File: src/rtl/rxstream_pkg.sv
package rxstream_pkg;

  // Number of channels carried in one frame (A first, then B)
  localparam int NUM_CHAN = 2;

  // Strobes from control to datapath
  typedef struct packed {
    logic frameStart;  // status rose: clear the shift register
    logic shiftEn;     // take one data bit
    logic emit;        // frame accepted: publish the samples
  } rxStrobe_t;

  typedef enum logic [1:0] {
    ST_HUNT  = 2'd0,   // waiting for a status rise
    ST_PRIME = 2'd1,   // inside the alignment interval, bits discarded
    ST_TRACK = 2'd2    // aligned, frames are counted and checked
  } rxState_e;

endpackage

File: src/rtl/sync_chain.sv
module sync_chain #(
  parameter int WIDTH  = 3,
  parameter int STAGES = 2
) (
  input  logic             clk,
  input  logic             rstN,
  input  logic [WIDTH-1:0] asyncIn,
  output logic [WIDTH-1:0] syncOut
);

  logic [WIDTH-1:0] stage [STAGES];

  for (genvar s = 0; s < STAGES; s++) begin : g_stage
    if (s == 0) begin : g_first
      always_ff @(posedge clk) begin
        if (!rstN) stage[0] <= '0;
        else       stage[0] <= asyncIn;
      end
    end else begin : g_next
      always_ff @(posedge clk) begin
        if (!rstN) stage[s] <= '0;
        else       stage[s] <= stage[s-1];
      end
    end
  end

  assign syncOut = stage[STAGES-1];

endmodule

File: src/rtl/rx_ctrl.sv
module rx_ctrl
  import rxstream_pkg::*;
#(
  parameter int FRAME_BITS = 32
) (
  input  logic      clk,
  input  logic      rstN,
  input  logic      serClkLvl,
  input  logic      statusLvl,
  input  logic      padZero,
  output rxStrobe_t strobe,
  output logic      locked,
  output logic      syncLost
);

  localparam int CNT_W = $clog2(FRAME_BITS + 2);
  localparam logic [CNT_W-1:0] CNT_FULL = CNT_W'(FRAME_BITS);
  localparam logic [CNT_W-1:0] CNT_SAT  = CNT_W'(FRAME_BITS + 1);

  rxState_e         state, stateNext;
  logic             clkPrev, statPrev;
  logic             bitRise, statRise, statFall;
  logic [CNT_W-1:0] bitCnt;
  logic             frameDone, frameGood;

  always_ff @(posedge clk) begin
    if (!rstN) begin
      clkPrev  <= 1'b0;
      statPrev <= 1'b0;
    end else begin
      clkPrev  <= serClkLvl;
      statPrev <= statusLvl;
    end
  end

  always_comb begin
    bitRise   = serClkLvl & ~clkPrev;
    statRise  = statusLvl & ~statPrev;
    statFall  = ~statusLvl & statPrev;
    frameDone = (state == ST_TRACK) && statFall;
    frameGood = (bitCnt == CNT_FULL) && padZero;
    strobe.frameStart = statRise;
    strobe.shiftEn    = bitRise & statusLvl;
    strobe.emit       = frameDone & frameGood;
  end

  // Bit counter saturates one past a full frame so long frames stay detectable
  always_ff @(posedge clk) begin
    if (!rstN)                                  bitCnt <= '0;
    else if (statRise)                          bitCnt <= '0;
    else if (strobe.shiftEn && bitCnt != CNT_SAT) bitCnt <= bitCnt + 1'b1;
  end

  always_comb begin
    stateNext = state;
    case (state)
      ST_HUNT:  if (statRise) stateNext = ST_PRIME;
      ST_PRIME: if (statFall) stateNext = ST_TRACK;
      ST_TRACK: if (frameDone && !frameGood) stateNext = ST_HUNT;
      default:  stateNext = ST_HUNT;
    endcase
  end

  always_ff @(posedge clk) begin
    if (!rstN) begin
      state    <= ST_HUNT;
      syncLost <= 1'b0;
    end else begin
      state    <= stateNext;
      syncLost <= frameDone & ~frameGood;
    end
  end

  assign locked = (state == ST_TRACK);


  lost_unlock_chk: assert property (@(posedge clk) disable iff (!rstN)
    syncLost |-> !locked);


  lock_after_fall_chk: assert property (@(posedge clk) disable iff (!rstN)
    $rose(locked) |-> $past(statFall));


  idle_cnt_chk: assert property (@(posedge clk) disable iff (!rstN)
    !statusLvl |=> $stable(bitCnt));


  cnt_sat_chk: assert property (@(posedge clk) disable iff (!rstN)
    bitCnt <= CNT_SAT);

endmodule

File: src/rtl/rx_datapath.sv
module rx_datapath
  import rxstream_pkg::*;
#(
  parameter int SAMPLE_W = 12,
  parameter int PAD_W    = 4,
  parameter int COUNT_W  = 16
) (
  input  logic                clk,
  input  logic                rstN,
  input  logic                dataLvl,
  input  rxStrobe_t           strobe,
  output logic                padZero,
  output logic [SAMPLE_W-1:0] sampleA,
  output logic [SAMPLE_W-1:0] sampleB,
  output logic                sampleValid,
  output logic [COUNT_W-1:0]  frameCount
);

  localparam int SLOT_W     = PAD_W + SAMPLE_W;
  localparam int FRAME_BITS = NUM_CHAN * SLOT_W;

  logic [FRAME_BITS-1:0] shiftReg;
  logic [NUM_CHAN-1:0]   padBits;
  logic [SAMPLE_W-1:0]   sampleReg [NUM_CHAN];

  always_ff @(posedge clk) begin
    if (!rstN)                 shiftReg <= '0;
    else if (strobe.frameStart) shiftReg <= '0;
    else if (strobe.shiftEn)    shiftReg <= {shiftReg[FRAME_BITS-2:0], dataLvl};
  end

  // Channel 0 (A) occupies the most significant slot: it arrives first
  for (genvar c = 0; c < NUM_CHAN; c++) begin : g_chan
    localparam int SLOT_LSB = (NUM_CHAN - 1 - c) * SLOT_W;
    assign padBits[c] = |shiftReg[SLOT_LSB + SAMPLE_W +: PAD_W];
    always_ff @(posedge clk) begin
      if (!rstN)            sampleReg[c] <= '0;
      else if (strobe.emit) sampleReg[c] <= shiftReg[SLOT_LSB +: SAMPLE_W];
    end
  end

  assign padZero = ~|padBits;
  assign sampleA = sampleReg[0];
  assign sampleB = sampleReg[1];

  always_ff @(posedge clk) begin
    if (!rstN) begin
      sampleValid <= 1'b0;
      frameCount  <= '0;
    end else begin
      sampleValid <= strobe.emit;
      if (strobe.emit) frameCount <= frameCount + 1'b1;
    end
  end


  valid_pulse_chk: assert property (@(posedge clk) disable iff (!rstN)
    sampleValid |=> !sampleValid);


  hold_chk: assert property (@(posedge clk) disable iff (!rstN)
    !sampleValid |-> ($stable(sampleA) && $stable(sampleB) && $stable(frameCount)));


  count_step_chk: assert property (@(posedge clk) disable iff (!rstN)
    sampleValid |-> frameCount == COUNT_W'($past(frameCount) + 1'b1));

endmodule

File: src/rtl/stream_rx_top.sv
module stream_rx_top
  import rxstream_pkg::*;
#(
  parameter int SAMPLE_W    = 12,
  parameter int PAD_W       = 4,
  parameter int COUNT_W     = 16,
  parameter int SYNC_STAGES = 2
) (
  input  logic                clk,
  input  logic                rstN,
  input  logic                serClk,
  input  logic                serData,
  input  logic                convStatus,
  output logic                sampleValid,
  output logic [SAMPLE_W-1:0] sampleA,
  output logic [SAMPLE_W-1:0] sampleB,
  output logic [COUNT_W-1:0]  frameCount,
  output logic                locked,
  output logic                syncLost
);

  localparam int FRAME_BITS = NUM_CHAN * (PAD_W + SAMPLE_W);

  logic [2:0] syncIn, syncOut;
  rxStrobe_t  strobe;
  logic       padZero;

  assign syncIn = {convStatus, serData, serClk};

  sync_chain #(.WIDTH(3), .STAGES(SYNC_STAGES)) u_sync (
    .clk     (clk),
    .rstN    (rstN),
    .asyncIn (syncIn),
    .syncOut (syncOut)
  );

  rx_ctrl #(.FRAME_BITS(FRAME_BITS)) u_ctrl (
    .clk       (clk),
    .rstN      (rstN),
    .serClkLvl (syncOut[0]),
    .statusLvl (syncOut[2]),
    .padZero   (padZero),
    .strobe    (strobe),
    .locked    (locked),
    .syncLost  (syncLost)
  );

  rx_datapath #(.SAMPLE_W(SAMPLE_W), .PAD_W(PAD_W), .COUNT_W(COUNT_W)) u_dp (
    .clk         (clk),
    .rstN        (rstN),
    .dataLvl     (syncOut[1]),
    .strobe      (strobe),
    .padZero     (padZero),
    .sampleA     (sampleA),
    .sampleB     (sampleB),
    .sampleValid (sampleValid),
    .frameCount  (frameCount)
  );


  excl_chk: assert property (@(posedge clk) disable iff (!rstN)
    !(sampleValid && syncLost));


  valid_locked_chk: assert property (@(posedge clk) disable iff (!rstN)
    sampleValid |-> locked);

endmodule

File: config.mk
export PLATFORM = sky130hd
export DESIGN_NAME = stream_rx_top
export DESIGN_NICKNAME = d
export VERILOG_FILES = /design/src/rtl/rxstream_pkg.sv /design/src/rtl/sync_chain.sv /design/src/rtl/rx_ctrl.sv /design/src/rtl/rx_datapath.sv /design/src/rtl/stream_rx_top.sv
export SDC_FILE = /design/constraint.sdc
export NUM_CORES = 1
export LEC_CHECK = 0
export ABC_AREA = 1
export BUFFER_PORTS_ARGS = -buffer_cell sky130_fd_sc_hd__buf_4
export CORE_UTILIZATION = 50
export DETAILED_ROUTE_END_ITERATION = 10
export PLACE_DENSITY = 0.7
export SLEW_MARGIN = 30
export SYNTH_ARGS = -nofsm -noshare
export SYNTH_HDL_FRONTEND = slang
export SYNTH_SLANG_ARGS = --single-unit
File: constraint.sdc
create_clock -name clk -period 2.6 [get_ports clk]
set_clock_uncertainty 0.2 [all_clocks]
set_input_delay 0.78 -clock clk [delete_from_list [all_inputs] [get_ports clk]]
set_output_delay 0.78 -clock clk [all_outputs]
set_load 0.02 [all_outputs]
==> reports/qor.yml, run 1 <==
syn_area_sq_mm: 0.00377
layout-drive-gt1-share_pct: 19.1
start_kind: "register"
p_sw_w: 0.000582
muxShareOfSynthArea_pct: 0
yosysTopAreaCell: "dfxtp_1"
p_leak_nw: 1.61
dieArea_sq_mm: 0.00790
clk_pin_slew_worst_paths_ns: 0.09
hold_viol: 0
switching_share_pct: 23.8
synth_top_family_by_area: "simple AND/OR/NAND/NOR gates"
io-pin-count: 48
ys_seq_area_share_pct: 54.1
die_x_um: 88.9
post_synth.cell_area_avg_sq_um: 8.54
powerDensity_mw_per_mm2: 557
rsz0062_at_grt: "no"
async_reset_ff_share_pct: 0
cap_viol_max_count: 0
synthesis.nets: 451
power_frac_seq_pct: 60.4
gp_congestion: 0.794
grt_pass1_vias: 2515
final.setup.worst_slack_ns: 0.542
track_usage_pct: 18.2
synth_edf_count: 24
core_area_sq_mm: 0.00729
ant_nets: 0
drv_slew: 0
routed_wl_mm: 6.57
grt_antenna_before_repair: 0
cp.arrival_ns: 1.88
endpoint_kind: "register"
clkLatencyLatePin_ns: 0.35
yosys_most_used_dff: "dfxtp_1"
diodes: 0
synthXorXnorAreaFrac_pct: 2.09
io_buffers: 47
ys_seq_elements: 90
vias: 2867
overflow: 0
synth-adder-area-share_pct: 1.33
drcViolationCount: 0
final.period_utilization_pct: 79.2
tightest_slew_ns: 0.581
ir_worst_vdd_mv: 0.399
synthSimpleGateAreaFrac_pct: 22.9
regArea_sq_mm: 0.00204
fin_nets: 496
critPathMaxFanout: 24
routedWlPerCell_um: 11.1
comb_power_share_pct: 4.7
cts-buffers-inserted: 9
drtIter0Drc: 140
relSlewSlack_pct: 61.3
internal-power_w: 0.00186
yosysWarnings: 0
viasPerCell: 4.85
grt_pass1_wl_mm: 11.1
cts_buffer_depth: 2
grt_max_degree: 40
multi_input_area_sq_mm: 0.00142
holdBufCountCts: 0
syn2layout_area_growth_pct: 16.0
layout_common_cells: "nand2_1 (94), nor2_1 (69), dfxtp_1 (66), inv_1 (55), buf_4 (50)"
final.fill_count: 670
root_buffer: "clkbuf_8"
r2r_setup_slack_ns: 0.54
required_ns: 2.42
cts_tree: "built"
crit_type: "register to register"
dr.pass1.iters: 4
clock_sinks: 90
clock_power_share_pct: 34.9
period_minus_slack_ns: 2.06
synth_top_area_share_pct: 35.0
fmax_mhz: 486
h-tree-depth: 3
cts_setup_buffers: 0
final_common_cell: "nand2_1"
synthCells: 442
fin_tns_setup_ns: 0
rows: 31
post-place-ws_ns: 0.516
ctsResizeCount: 0
min_path_type: "register to register"
status: "completed"
chipHeight_um: 88.9
initial_core_util_pct: 51.8
ys_top_cells_by_area: "dfxtp_1 (35%), edfxtp_1 (19%), nand2_1 (9.3%)"
netlist-cell-type-count: 33
synth_compound_area_share_pct: 10.9
setup_viol_count_final: 0
hpwlAfterDp_mm: 4.47
==> through the flow <==
step                area, sq um  utilization (%)  power [W]  hold WS, ns  std cells
floorplan                  3770                -    0.00158        0.190        442
global placement           4200             57.6    0.00162        0.193        575
detailed placement         4200             57.6    0.00162        0.201        575
CTS                        4380             60.1    0.00247        0.222        591
global route               4380             60.1    0.00254        0.231        591
finish                     4380             60.1    0.00244        0.221        591
==> state kept, by name, indices dropped and copies added, names as in the netlist <==
| signal | cells |
|---|---|
| u_ctrl.syncLost | 1 |
| u_sync.stage | 6 |
| u_ctrl.statPrev | 1 |
| u_ctrl.bitCnt | 6 |
| u_dp.shiftReg | 32 |
| u_ctrl.state | 2 |
| u_dp.sampleValid | 1 |
| u_dp.frameCount | 16 |
| u_ctrl.clkPrev | 1 |
| u_dp.sampleReg | 24 |
==> critical path, stage by stage (launching register included) <==
cell	delay (ns)
dfxtp_1	0.37
inv_1	0.09
ha_1	0.19
nand2_1	0.10
nor2_4	0.12
nand3_4	0.22
nand2_1	0.12
buf_4	0.32
==> path summary, 6_finish.rpt <==
| kind | from | end | cells after the start |
|---|---|---|---|
| worst max-delay path | u_ctrl.bitCnt[0]$_SDFFE_PP0P_ | u_dp.sampleReg[1][0]$_SDFFCE_PN0P_ | 7 |
| worst min-delay path | u_sync.stage[0][2]$_SDFF_PN0_ | u_sync.stage[1][2]$_SDFF_PN0_ | 2 |
| worst max register to register | u_ctrl.bitCnt[0]$_SDFFE_PP0P_ | u_dp.sampleReg[1][0]$_SDFFCE_PN0P_ | 7 |
| worst min register to register | u_sync.stage[0][2]$_SDFF_PN0_ | u_sync.stage[1][2]$_SDFF_PN0_ | 2 |
==> per-layer routing <==
metal	track usage [%]	part of all wire [%]
met2	29.4	47
met1	24.0	48
met3	4.43	3.8
met4	6.30	1.2
met5	0	0
==> cells by family after synthesis <==
kind of cell | count (synthesis)
and+or+nand+nor | 203
DFF | 90
buffers and inverters | 76
AOI/OAI and AO/OA | 60
xor gates and xnor gates | 9
adders and majority gates | 4
==> cells in the mapped netlist (all sizes together) (4+ instances only) <==
cell type	number
xor2	6
nor2	79
buf	15
dfxtp	66
a211oi	29
a21oi	25
nand2	95
inv	57
nand3	16
ha	4
o21ai	5
nand4	8
edfxtp	24
==> cell type report <==
cell class | instances | area share, %
repair buffers | 51 | 9.03
multi-input cells | 276 | 32.4
well taps | 99 | 2.83
inverters | 59 | 5.09
clock buffers | 9 | 2.83
clock inverters | 7 | 1.20
flip-flops and latches | 90 | 46.6
==> power groups by stage <==
stage | clock network, W | logic (W) | registers, W
after CTS | 0.000880 | 0.000117 | 0.00147
after global routing | 0.000936 | 0.000126 | 0.00148
after global placement | 0 | 0.000115 | 0.00151
after detailed placement | 0 | 0.000116 | 0.00151
final | 0.000850 | 0.000115 | 0.00147
after floorplan | 0 | 0.0000425 | 0.00153
No activity file was read; power rests on OpenSTA's default activity.
==> inputs of run 2 (changes only) <==
ABC_AREA = 0   (was 1)
PLACE_DENSITY = 0.74   (was 0.7)
clock period = 1.8 ns   (was 2.6 ns; I/O delays follow)
==> run 2 against run 1 <==
Against the previous run: the run now ends with setup timing left; total power grew 50%; final cell count shrank 6.8%; die area shrank 6.1%; routed wire length grew 9.9%; hold slack lost 0.033 ns; critical path depth shrank 2; clock power grew 61%; sequential share of layout area shrank 3.1 points; clock-buffer cell count is the same; register-to-register slack lost 0.68 ns; synthesized area shrank 6.3%; combinational power grew 55%.
==> reports/qor.yml, run 2 <==
status: "finished, violations left"
violations: "setup timing"
vias: 2784  # -2.9%
synthCells: 359  # -19%
multi_input_area_sq_mm: 0.00151  # +6.3%
r2r-end: "u_dp.sampleReg[1][4]$_SDFFCE_PN0P_"
relSlewSlack_pct: 75.7  # +14 points
cts-buffers-inserted: 9  # unchanged
r2r_setup_slack_ns: -0.14  # -0.68 ns
io_buffers: 47  # unchanged
fin_nets: 459  # -7.5%
cts_buffer_depth: 2  # unchanged
reg2reg_depth: 5  # -2
dieArea_sq_mm: 0.00742  # -6.1%
synth_edf_count: 24  # unchanged
grt_pass1_wl_mm: 11.4  # +2.4%
post_synth.cell_area_avg_sq_um: 9.86  # +15%
initial_core_util_pct: 51.8  # about the same
rows: 30  # -3.2%
largest_register: "u_dp.shiftReg"
cts_tree: "built"
hold_viol: 0  # unchanged
endpoint_kind: "register"
tightest_slew_ns: 0.362  # -0.219 ns
min_path_type: "primary input to register"
drv_slew: 0  # unchanged
diodes: 0  # unchanged
async_reset_ff_share_pct: 0  # unchanged
synth_common_cells: "nand2_1 (73), dfxtp_1 (66), a21oi_1 (44), and2_1 (32), edfxtp_1 (24)"
setup_viol_count_final: 36  # +36
yosys_most_used_dff: "dfxtp_1"
clk_pin_slew_worst_paths_ns: 0.09  # about the same
netlist-cell-type-count: 38  # +15%
fmax_mhz: 516  # +6.2%
largest_register_ffs: 32  # unchanged
p_leak_nw: 1.80  # +12%
h-tree-depth: 3  # unchanged
grt_antenna_before_repair: 0  # unchanged
holdCritStartpoint: "serClk"
start_kind: "register"
clock_sinks: 90  # unchanged
gp_congestion: 0.802  # +0.96%
holdBufCountCts: 0  # unchanged
core_area_sq_mm: 0.00683  # -6.3%
cp.arrival_ns: 1.81  # -0.07 ns
r2r-start: "u_dp.shiftReg[14]$_SDFFE_PP0P_"
chipHeight_um: 86.1  # -3.1%
ys_top_cells_by_area: "dfxtp_1 (37%), edfxtp_1 (20%), nand2_1 (7.7%)"
layout_common_cells: "buf_4 (83), nand2_1 (72), dfxtp_1 (55), a21oi_1 (41), and2_1 (31)"
root_buffer: "clkbuf_8"
yosysMostFrequentCell: "nand2_1"
timing.hold.ws_ns: 0.188  # -0.0327 ns
final.period_utilization_pct: 108  # +29 points
yosysWarnings: 0  # unchanged
yosysTopAreaCell: "dfxtp_1"
routedWlPerCell_um: 13.1  # +18%
syn_area_sq_mm: 0.00354  # -6.3%
critPathMaxFanout: 20  # -17%
grt_max_degree: 33  # -18%
period_minus_slack_ns: 1.94  # -0.120 ns
crit_type: "register to register"
drcViolationCount: 0  # unchanged
total_power_w: 0.00366  # +50%
dr.pass1.iters: 4  # unchanged
track_usage_pct: 19.6  # +1.4 points
reg.largest.list: "u_dp.shiftReg: 32 flops, u_dp.sampleReg: 24 flops, u_dp.frameCount: 16 flops"
path_cells: "nor4_4 > nand4_1 > buf_6 > o21ai_4 > buf_12"
ys_seq_area_share_pct: 57.7  # +3.6 points
synth_top_area_share_pct: 37.3  # +2.3 points
drtIter0Drc: 184  # +31%
syn2layout_area_growth_pct: 33.4
grt_pass1_vias: 2550  # +1.4%
die_x_um: 86.1  # -3.1%
rsz0062_at_grt: "yes"
hpwlAfterDp_mm: 4.51  # +0.84%
overflow: 0  # unchanged
max_stage_delay_ns: 0.36  # about the same
required_ns: 1.67  # -0.75 ns
hold_depth: 2  # unchanged
clkLatencyLatePin_ns: 0.36  # about the same
critPathSlowestCell: "dfxtp_1"
io-pin-count: 48  # unchanged
final_common_cell: "buf_4"
synthesis.nets: 368  # -18%
hold_end: "u_sync.stage[0][0]$_SDFF_PN0_"
viasPerCell: 5.05  # +4.2%
layout-drive-gt1-share_pct: 33.0  # +14 points
regArea_sq_mm: 0.00206  # +0.67%
routed_wl_mm: 7.22  # +9.9%
powerDensity_mw_per_mm2: 776  # +39%
final.fill_count: 523  # -22%
ant_nets: 0  # unchanged
ir_worst_vdd_mv: 0.424  # +6.3%
ys_seq_elements: 90  # unchanged
cap_viol_max_count: 0  # unchanged
final.setup.worst_slack_ns: -0.138  # -0.680 ns
==> run 2: final cells by class <==
cell class	count	area share, %
Multi-Input combinational cell	243	32.0
Inverter	9	0.716
Sequential cell	90	43.5
Clock inverter	7	1.64
Clock buffer	9	2.62
Timing Repair Buffer	97	17.0
Tap cell	96	2.54
==> run 2: metal layers <==
metal / wire (um) / GRT usage, % / vias to the layer above / part of all wire [%]
met2: 3770 / 33.5 / 53 / 52
met5: 0 / 0 / - / 0
met4: 148 / 10.2 / 0 / 2.1
met1: 3040 / 23.4 / 1296 / 42
met3: 266 / 3.95 / 14 / 3.7
li1: - / - / 1421 / -
==> run 2: kinds of logic (layout without fill, tap and decap cells) <==
group / after synthesis / in the layout / synth area share (%)
AO/OA/AOI/OAI: 60 / 60 / 9.02
buffers and inverters: 27 / 122 / 3.08
XOR/XNOR: 5 / 5 / 1.24
multiplexers: 6 / 6 / 1.70
AND/OR/NAND/NOR: 166 / 167 / 25.6
adder cells (fa/ha/maj): 5 / 5 / 1.70
flip-flops: 90 / 90 / 57.7
==> run 2: where the power goes <==
part           internal [W]  total (W)  switching [W]
logic             0.0000736   0.000178       0.000105
clock network      0.000650    0.00137       0.000717
registers           0.00211    0.00212      0.0000108
total               0.00283    0.00366       0.000833
==> run 2: worst max-delay path, delay by kind of cell, from the launching register on <==
kind | cells | cell delay [ns]
compound gates | 1 | 0.19
buf+inv | 2 | 0.36
flops | 1 | 0.36
simple gates | 2 | 0.54
==> run 2: how the worst max path moves through the flow <==
stage	from	end	depth (start not counted)
floorplan	u_ctrl.bitCnt[3]$_SDFFE_PP0P_	u_dp.sampleReg[0][0]$_SDFFCE_PN0P_	4
global placement	u_dp.shiftReg[28]$_SDFFE_PP0P_	u_dp.frameCount[13]$_SDFFE_PN0P_	4
detailed placement	u_dp.shiftReg[28]$_SDFFE_PP0P_	u_dp.frameCount[13]$_SDFFE_PN0P_	4
CTS	u_ctrl.bitCnt[2]$_SDFFE_PP0P_	u_dp.frameCount[13]$_SDFFE_PN0P_	5
finish	u_dp.shiftReg[14]$_SDFFE_PP0P_	u_dp.sampleReg[1][4]$_SDFFCE_PN0P_	5
global route	u_dp.shiftReg[14]$_SDFFE_PP0P_	u_dp.sampleReg[1][4]$_SDFFCE_PN0P_	5
==> run 2: stage by stage <==
stage | utilization, % | cell area [sq um] | setup TNS (ns) | std cells | setup slack [ns]
global placement | 63.2 | 4320 | -1.90 | 526 | -0.105
floorplan | - | 3570 | -9.02 | 359 | -0.373
finish | 69.1 | 4720 | -3.95 | 551 | -0.138
global route | 69.1 | 4720 | -7.32 | 551 | -0.187
CTS | 67.5 | 4610 | -1.16 | 548 | -0.0545
detailed placement | 63.2 | 4320 | -2.46 | 526 | -0.135
==> run 2: timing repair <==
action	CTS	global route
setup endpoints to repair	62	67
gates cloned	2	0
pin swaps	7	13
gates resized for setup	17	23
buffers inserted	5	3
endpoints found under the hold margin	0	0
